**config.mk**
```make
export PLATFORM = sky130hd
export DESIGN_NAME = keyed_wdt
export DESIGN_NICKNAME = d
export VERILOG_FILES = /design/src/rtl/kwdt_pkg.sv /design/src/rtl/kwdt_ctrl_reg.sv /design/src/rtl/kwdt_divider.sv /design/src/rtl/kwdt_key_monitor.sv /design/src/rtl/keyed_wdt.sv
export SDC_FILE = /design/constraint.sdc
export NUM_CORES = 1
export LEC_CHECK = 0
export BUFFER_PORTS_ARGS = -buffer_cell sky130_fd_sc_hd__buf_4
export CORE_MARGIN = 5
export CORE_UTILIZATION = 52
export DETAILED_ROUTE_END_ITERATION = 10
export HOLD_SLACK_MARGIN = 0.06
export MAX_ROUTING_LAYER = met4
export PLACE_DENSITY = 0.79
export SYNTH_ARGS = -nofsm -noshare
export SYNTH_HDL_FRONTEND = slang
export SYNTH_SLANG_ARGS = --single-unit
```
**constraint.sdc**
```tcl
create_clock -name clk -period 1.9 [get_ports clk]
set_input_delay 0.285 -clock clk [delete_from_list [all_inputs] [get_ports clk]]
set_output_delay 0.285 -clock clk [all_outputs]
set_load 0.01 [all_outputs]
```
**src/rtl/kwdt_pkg.sv**
```systemverilog
package kwdt_pkg;

    localparam int REG_W = 8;
    localparam int KEY_W = 5;
    localparam int SEL_W = 3;
    localparam int CNT_W = 18;

    localparam logic [KEY_W-1:0] KEY_ARM  = 5'b01010;
    localparam logic [KEY_W-1:0] KEY_STOP = 5'b10101;

    typedef struct packed {
        logic [KEY_W-1:0] key;
        logic [SEL_W-1:0] sel;
    } ctrl_t;

    typedef enum logic [1:0] {
        KS_STOP  = 2'd0,
        KS_ARMED = 2'd1,
        KS_BAD   = 2'd2
    } key_state_e;

    localparam ctrl_t CTRL_POR = '{key: KEY_ARM, sel: 3'b011};

    function automatic key_state_e classify_key(logic [KEY_W-1:0] k);
        if (k == KEY_ARM)       return KS_ARMED;
        else if (k == KEY_STOP) return KS_STOP;
        else                    return KS_BAD;
    endfunction

    function automatic int period_log2(logic [SEL_W-1:0] s);
        case (s)
            3'd0:    return 8;
            3'd1:    return 10;
            3'd2:    return 12;
            3'd3:    return 14;
            3'd4:    return 15;
            3'd5:    return 16;
            3'd6:    return 17;
            default: return 18;
        endcase
    endfunction

    // last count value before wrap: 2^n - 1
    function automatic logic [CNT_W-1:0] last_count(logic [SEL_W-1:0] s);
        logic [CNT_W-1:0] t;
        int n;
        n = period_log2(s);
        t = '0;
        for (int i = 0; i < CNT_W; i++) begin
            if (i < n) t[i] = 1'b1;
        end
        return t;
    endfunction

endpackage

```
**src/rtl/kwdt_ctrl_reg.sv**
```systemverilog
module kwdt_ctrl_reg
    import kwdt_pkg::*;
(
    input  logic             clk,
    input  logic             rst,
    input  logic             we,
    input  logic [REG_W-1:0] wdata,
    output ctrl_t            ctrl_q,
    output key_state_e       kstate
);
    always_ff @(posedge clk) begin
        if (rst)     ctrl_q <= CTRL_POR;
        else if (we) ctrl_q <= ctrl_t'(wdata);
    end

    always_comb kstate = classify_key(ctrl_q.key);
endmodule

```
**src/rtl/kwdt_divider.sv**
```systemverilog
module kwdt_divider
    import kwdt_pkg::*;
(
    input  logic             clk,
    input  logic             rst,
    input  logic             run,
    input  logic             clear,
    input  logic [SEL_W-1:0] sel,
    output logic             expired
);
    logic [CNT_W-1:0] cnt_q;
    logic [CNT_W-1:0] limit;

    always_comb limit = last_count(sel);

    always_ff @(posedge clk) begin
        if (rst) begin
            cnt_q   <= '0;
            expired <= 1'b0;
        end else begin
            expired <= 1'b0;
            if (clear || !run) begin
                cnt_q <= '0;
            end else if (cnt_q == limit) begin
                cnt_q   <= '0;
                expired <= 1'b1;
            end else begin
                cnt_q <= cnt_q + 1'b1;
            end
        end
    end
endmodule

```
**src/rtl/kwdt_key_monitor.sv**
```systemverilog
module kwdt_key_monitor
    import kwdt_pkg::*;
#(
    parameter int FAULT_DLY = 2
) (
    input  logic clk,
    input  logic rst,
    input  logic bad_key,
    input  logic flag_clr,
    output logic fault_req,
    output logic flag_q
);
    logic [FAULT_DLY-1:0] pipe_q;
    logic [FAULT_DLY-1:0] pipe_d;

    generate
        if (FAULT_DLY == 1) begin : g_one
            always_comb pipe_d = bad_key;
        end else begin : g_many
            always_comb pipe_d = {pipe_q[FAULT_DLY-2:0], bad_key};
        end
    endgenerate

    always_ff @(posedge clk) begin
        if (rst) pipe_q <= '0;
        else     pipe_q <= pipe_d;
    end

    assign fault_req = pipe_q[FAULT_DLY-1];

    // set wins over a simultaneous software clear
    always_ff @(posedge clk) begin
        if (rst)                       flag_q <= 1'b0;
        else if (pipe_d[FAULT_DLY-1])  flag_q <= 1'b1;
        else if (flag_clr)             flag_q <= 1'b0;
    end
endmodule

```
**src/rtl/keyed_wdt.sv**
```systemverilog
module keyed_wdt
    import kwdt_pkg::*;
(
    input  logic       clk,
    input  logic       rst,
    input  logic       ctrl_we,
    input  logic [7:0] ctrl_wdata,
    output logic [7:0] ctrl_rdata,
    input  logic       stat_we,
    input  logic [7:0] stat_wdata,
    output logic [7:0] stat_rdata,
    input  logic       kick,
    output logic       rst_req
);
    ctrl_t      ctrl_q;
    key_state_e kstate;
    logic       key_bad;
    logic       key_off;
    logic       to_pulse;
    logic       fault_req;
    logic       flag_q;

    kwdt_ctrl_reg u_reg (
        .clk    (clk),
        .rst    (rst),
        .we     (ctrl_we),
        .wdata  (ctrl_wdata),
        .ctrl_q (ctrl_q),
        .kstate (kstate)
    );

    assign key_bad = (kstate == KS_BAD);
    assign key_off = (kstate == KS_STOP);

    kwdt_divider u_div (
        .clk     (clk),
        .rst     (rst),
        .run     (kstate == KS_ARMED),
        .clear   (kick | ctrl_we),
        .sel     (ctrl_q.sel),
        .expired (to_pulse)
    );

    kwdt_key_monitor #(.FAULT_DLY(2)) u_mon (
        .clk       (clk),
        .rst       (rst),
        .bad_key   (key_bad),
        .flag_clr  (stat_we & ~stat_wdata[0]),
        .fault_req (fault_req),
        .flag_q    (flag_q)
    );

    assign ctrl_rdata = ctrl_q;
    assign stat_rdata = {7'b0, flag_q};
    assign rst_req    = to_pulse | fault_req;
endmodule

```
# Word level (Yosys, flattened, before mapping)
# Cells that the tools add are included.
[op_classes]
n_mux = 24
n_bitwise = 4
order_cmp = 18
eq_ne = 11
n_addsub = 1
n_reduce_logical = 6
[op_table]
columns = ["op", "n"]
rows = [
  ["$lt 4x5->1 const A", 8],
  ["$pmux 5 s7", 1],
  ["$mux 1", 21],
  ["$lt 3x5->1 const A", 4],
  ["$add 18x1->18 const B", 1],
  ["$eq 18x18->1", 1],
  ["$lt 1x5->1 const A", 2],
  ["$lt 2x5->1 const A", 2],
  ["$lt 5x5->1 const A", 2],
  ["$eq 3x3->1 const B", 3],
  ["$eq 3x2->1 const B", 2],
  ["$eq 5x4->1 const B", 1],
  ["$eq 5x5->1 const B", 1],
  ["$mux 2", 2],
  ["$eq 3x1->1 const B", 1],
  ["$logic_not 3->1", 1],
  ["$reduce_or 3->1", 1],
  ["$eq 2x1->1 const B", 1],
  ["$eq 2x2->1 const B", 1],
  ["$or 1x1->1", 2],
  ["$reduce_bool 2->1", 1],
  ["$reduce_or 2->1", 1],
  ["$and 1x1->1", 1],
  ["$logic_not 1->1", 1],
  ["other kinds (2)", 2],
]
[totals]
input_bits = 21
reg_bits = 30
elab_cells = 70
out_inout_bits = 17

# Longest topological paths before layout
[depth]
ltp_word = 7
depth_mapped = 7

# Cells and area by module
# From an unflattened synthesis, not the netlist that was laid out.
[unflattened]
cells_unflattened = 169
area_unflattened_um2 = 1546.5
[by_module_without_submodules]
columns = ["module", "instances", "seq_area_each_um2", "cells_each", "area_per_inst_um2"]
rows = [
  ["kwdt_divider", 1, 380.4, 117, 1021.0],
  ["kwdt_ctrl_reg", 1, 160.2, 30, 339.1],
  ["keyed_wdt", 1, 0.0, 14, 97.6],
  ["kwdt_key_monitor", 1, 60.1, 8, 88.8],
]

# Least setup slack after synthesis
# OpenSTA, ideal clock, no wires.
[synth_timing]
path_kind = "register to register"
startpoint = "register, netlist name u_reg.ctrl_q[2]"
endpoint = "register u_div.cnt_q[12]"
path_slack_ns = 0.251
t_required_ns = 1.784
t_arrival_ns = 1.532
path_stages_with_launch = 8
cell_sequence = "dfxtp_1 > buf_6 > xnor2_1 > nand3_1 > a21o_1 > a2111oi_4 > buf_6 > nor3_1"
[synth_between]
elab_chain_cells = 6
elab_cells_between_ends = 46
classes_between = "order compare: 18; eq/ne: 7; mux: 19; reduce/logical: 2"
[synth_lines]
columns = ["element", "line_no", "text"]
rows = [
  ["$eq 3x3->1 (tied with other cells)", "kwdt_pkg.sv:31", "case (s)"],
  ["$pmux 5 s7 (*)", "kwdt_pkg.sv:31", ""],
  ["$lt 1x5->1 (tied with other cells)", "kwdt_pkg.sv:50", "if (i < n) t[i] = 1'b1;"],
  ["$mux 1", "kwdt_pkg.sv:50", ""],
  ["$eq 18x18->1 (*)", "kwdt_divider.sv:24", "end else if (cnt_q == limit) begin"],
  ["$reduce_or 3->1 (no source line) (*)", "n/a", ""],
  ["to (signal assigned)", "kwdt_divider.sv:28", "cnt_q <= cnt_q + 1'b1;"],
  ["to (decl)", "kwdt_divider.sv:11", "logic [CNT_W-1:0] cnt_q;"],
]
# Every way passes the cells marked *; elsewhere a longest branch is shown, timed or not.
# A chain may end at the register's enable or synchronous reset.

# Final worst setup path
[layout_timing]
startpoint = "register u_div.cnt_q[2]"
endpoint = "register u_div.expired"
[layout_between]
elab_chain_cells = 2
[layout_lines]
columns = ["element", "line_no", "text"]
rows = [
  ["$eq 18x18->1", "kwdt_divider.sv:24", ""],
  ["$mux 1", "kwdt_divider.sv:24", ""],
  ["to (signal assigned)", "kwdt_divider.sv:19", "expired <= 1'b0;"],
  ["to (signal assigned)", "kwdt_divider.sv:21", "expired <= 1'b0;"],
  ["to (signal assigned)", "kwdt_divider.sv:26", "expired <= 1'b1;"],
  ["to (decl)", "kwdt_divider.sv:9", "output logic expired"],
]
# No other way between the ends.

==> metrics.txt <==
post-synthesis adder-cell area fraction 0.844%; largest net degree at the start of global routing 18; fillers 230; Final setup viols 0; Final period util 92.2%; max cap viols 0; most frequent cells after synthesis dfxtp_1, nor2_1, nand2_1, nor3_1; Final Wtd Congestion 0.869; simple-gate share of the synthesized area 27.3%; Starting Density 54.2%; CTS Hold Buffers Added 0; crit end category flip-flop; total setup buffers inserted after CTS 0; Worst Skew 11.7 ps; Synth area leader dfxtp_1; FF-to-FF Start u_div.cnt_q[2]; row cnt 19; fin crit period 1750 ps; via count 1,195; Crit path required time 2170 ps; Post-layout nets 213; Die ar. 4020 um^2; number of global-route vias before repair 1,181; PD cells 689 nW/um^2; drt wl/cell 12.8 um; Mapped Area 1480 um^2; drt first pass iters 4; maximum clock path buffer count 2; drt drc 0; Routed Antenna Nets 0; total net switching power 0.294 mW; R2R cell count 6; HPWL after DPL 2.16 mm; Pins Over Slew Limit 0; type of the most critical hold path in -> reg; Syn Inst Count 164; Gate power share 9.8%; mux share of post-synthesis cell area 4.73%; synth warn 0; worst vdd ir 0.594 mV; GRT Total Usage 16.2%; Post-synth EDFFs 0; DRT iter0 DRCs 41; Synth Register Bits 30; Synth area leaders dfxtp_1, xnor2_1, nor2_1, mux2i_1, xor2_1; post-synthesis xor/xnor area fraction 10.6%; Min-Delay Endpoint u_reg.ctrl_q[0]; CTS tree yes; initial antenna violation count 0; CTS clk-pin slew, worst paths 100 ps; drt total wl 2.86 mm; FF+latch area 603 um^2; Worst R2R Setup Slack 150 ps; post-layout util 62.6%; Max Fanout on Critical Path 9; Area Growth Syn to Fin 15.4%; top cell type's share of synthesized area 40.5%; Leakage 0.641 nW; R2R Path End u_div.expired; top-count cell post-synth dfxtp_1; DR vias/cell 5.36; Fmax 571 MHz; Mapped Avg Cell Area 9.04 um^2; htree depth 2; main combinational cell family by area after synthesis simple AND/OR/NAND/NOR gates; core box area 2730 um^2; Worst Path Arrival 2030 ps; clock sink total 30; Clock power frac 33.8%; Hold Vio Cnt, Final 0; Die W 63.4 um; Port Buffers 23; GRT overflow 0; share of post-route cells with drive strength above 1 24.5%; Main synth FF type dfxtp_1; root buffer cell clkbuf_4; Ant. Diodes 0; Sequential Power Share 56.4%; CP Launch Type flip-flop; internal power 0.884 mW; hold_sp ctrl_wdata[0]; Worst Hold Depth 2; DIE HEIGHT 63.4 um; Num CTS Buffers 5; CP Class reg -> reg; area occupied by multi-input gates 776 um^2; first-pass GRT wire length 5.09 mm; Unique masters post-synth 40; switching share of power 25.0%; Final TNS setup 0 ps; I/O pins 38; status complete, no violations; ys async rst share 0%; Compound-Gate Fraction of Synth Area 6.84%; RSZ-0062 raised after global routing no; sequential area share after synthesis 40.5%; clock latency on the worst-skew pair 320 ps
==> logic make-up (layout without fill, tap and decap cells) <==
kind of cell,Yosys count,in the layout
AOI/OAI and AO/OA,12,12
xor gates and xnor gates,18,18
adders and majority gates,1,1
buffers and inverters,18,40
DFF,30,30
muxes,7,7
other,1,7
and+or+nand+nor,77,77
==> placed cells by master, fill, tap and decap left out, types with 2 or more instances in the layout <==
master | netlist | layout
nand2_1 | 14 | 14
inv_1 | 3 | 3
a21oi_1 | 2 | 2
xnor2_1 | 10 | 10
nor3_2 | 2 | 2
nor4_1 | 3 | 3
clkbuf_4 | 0 | 5
nor3_1 | 11 | 11
dfxtp_2 | 0 | 2
dfxtp_1 | 30 | 28
nand3_1 | 10 | 10
nor2b_1 | 3 | 3
nor2_1 | 20 | 19
o21ai_0 | 2 | 2
nand2b_1 | 2 | 2
xor2_1 | 8 | 8
conb_1 | 1 | 7
buf_4 | 8 | 29
nand4_1 | 3 | 3
mux2i_1 | 7 | 7
==> how the worst max path moves through the flow <==
| stage | start | to | slack, ps | cells past startpoint |
|---|---|---|---|---|
| 2_1_floorplan | u_reg.ctrl_q[2] | u_div.cnt_q[12] | 250 | 7 |
| 3_3_place_gp | u_reg.ctrl_q[2] | u_div.expired | 140 | 6 |
| 3_5_place_dp | u_reg.ctrl_q[2] | u_div.expired | 60 | 6 |
| 4_1_cts | u_reg.ctrl_q[2] | u_div.expired | 40 | 6 |
| 5_1_grt | u_div.cnt_q[3] | u_div.cnt_q[16] | 10 | 6 |
| 6_report | u_div.cnt_q[2] | u_div.expired | 150 | 6 |
==> per-stage QoR <==
| step | area [um^2] | instances | hold WS, ps | power [mW] | worst slack (ps) |
|---|---|---|---|---|---|
| 3_5_place_dp | 1640 | 215 | 446 | 0.795 | 64.8 |
| 3_3_place_gp | 1640 | 215 | 437 | 0.790 | 143 |
| 2_1_floorplan | 1510 | 170 | 403 | 0.760 | 251 |
| 6_report | 1710 | 223 | 160 | 1.18 | 149 |
| 4_1_cts | 1700 | 223 | 157 | 1.19 | 38.7 |
| 5_1_grt | 1710 | 223 | 140 | 1.24 | 12.2 |
==> layer usage <==
layer | global-route usage [%] | up-vias | wire length [um]
met2 | 27.8 | 28 | 1430
met5 | - | - | 0
met1 | 17.5 | 569 | 1220
met4 | 5.45 | 0 | 36
li1 | - | 594 | -
met3 | 5.15 | 4 | 169
==> state kept, by name, indices dropped and copies added, names as in the netlist <==
register       flops
u_mon.pipe_q       2
u_div.expired      1
u_div.cnt_q       18
u_reg.ctrl_q       8
u_mon.flag_q       1
==> final cells by class <==
| class | instances | share of cell area (%) |
|---|---|---|
| Multi-Input combinational cell | 122 | 45.4 |
| Sequential cell | 30 | 35.3 |
| Timing Repair Buffer | 29 | 12.7 |
| Clock buffer | 6 | 3.00 |
| Tap cell | 31 | 2.27 |
| Clock inverter | 2 | 0.732 |
| Inverter | 3 | 0.658 |
==> critical path, stage by stage, from the launching register on <==
cell and delay, ps:
dfxtp_1 400, nand4_1 220, nor2_2 190, nand3_1 140, a2111oi_4 360, buf_4 250
and2_1 140
==> power groups by stage <==
stage	Clock (mW)	Combinational (mW)	Sequential [mW]
2_1_floorplan	0	0.0841	0.676
3_3_place_gp	0	0.112	0.677
3_5_place_dp	0	0.116	0.679
4_1_cts	0.405	0.116	0.664
5_1_grt	0.442	0.128	0.669
6_report	0.398	0.116	0.664
==> repair_timing <==
item / CTS / global route
endpoints found under the setup margin: 0 / 12
gates resized for setup: 0 / 4
hold endpoints to repair: 0 / 0
Note: power is estimated with default switching activity, not from simulation.
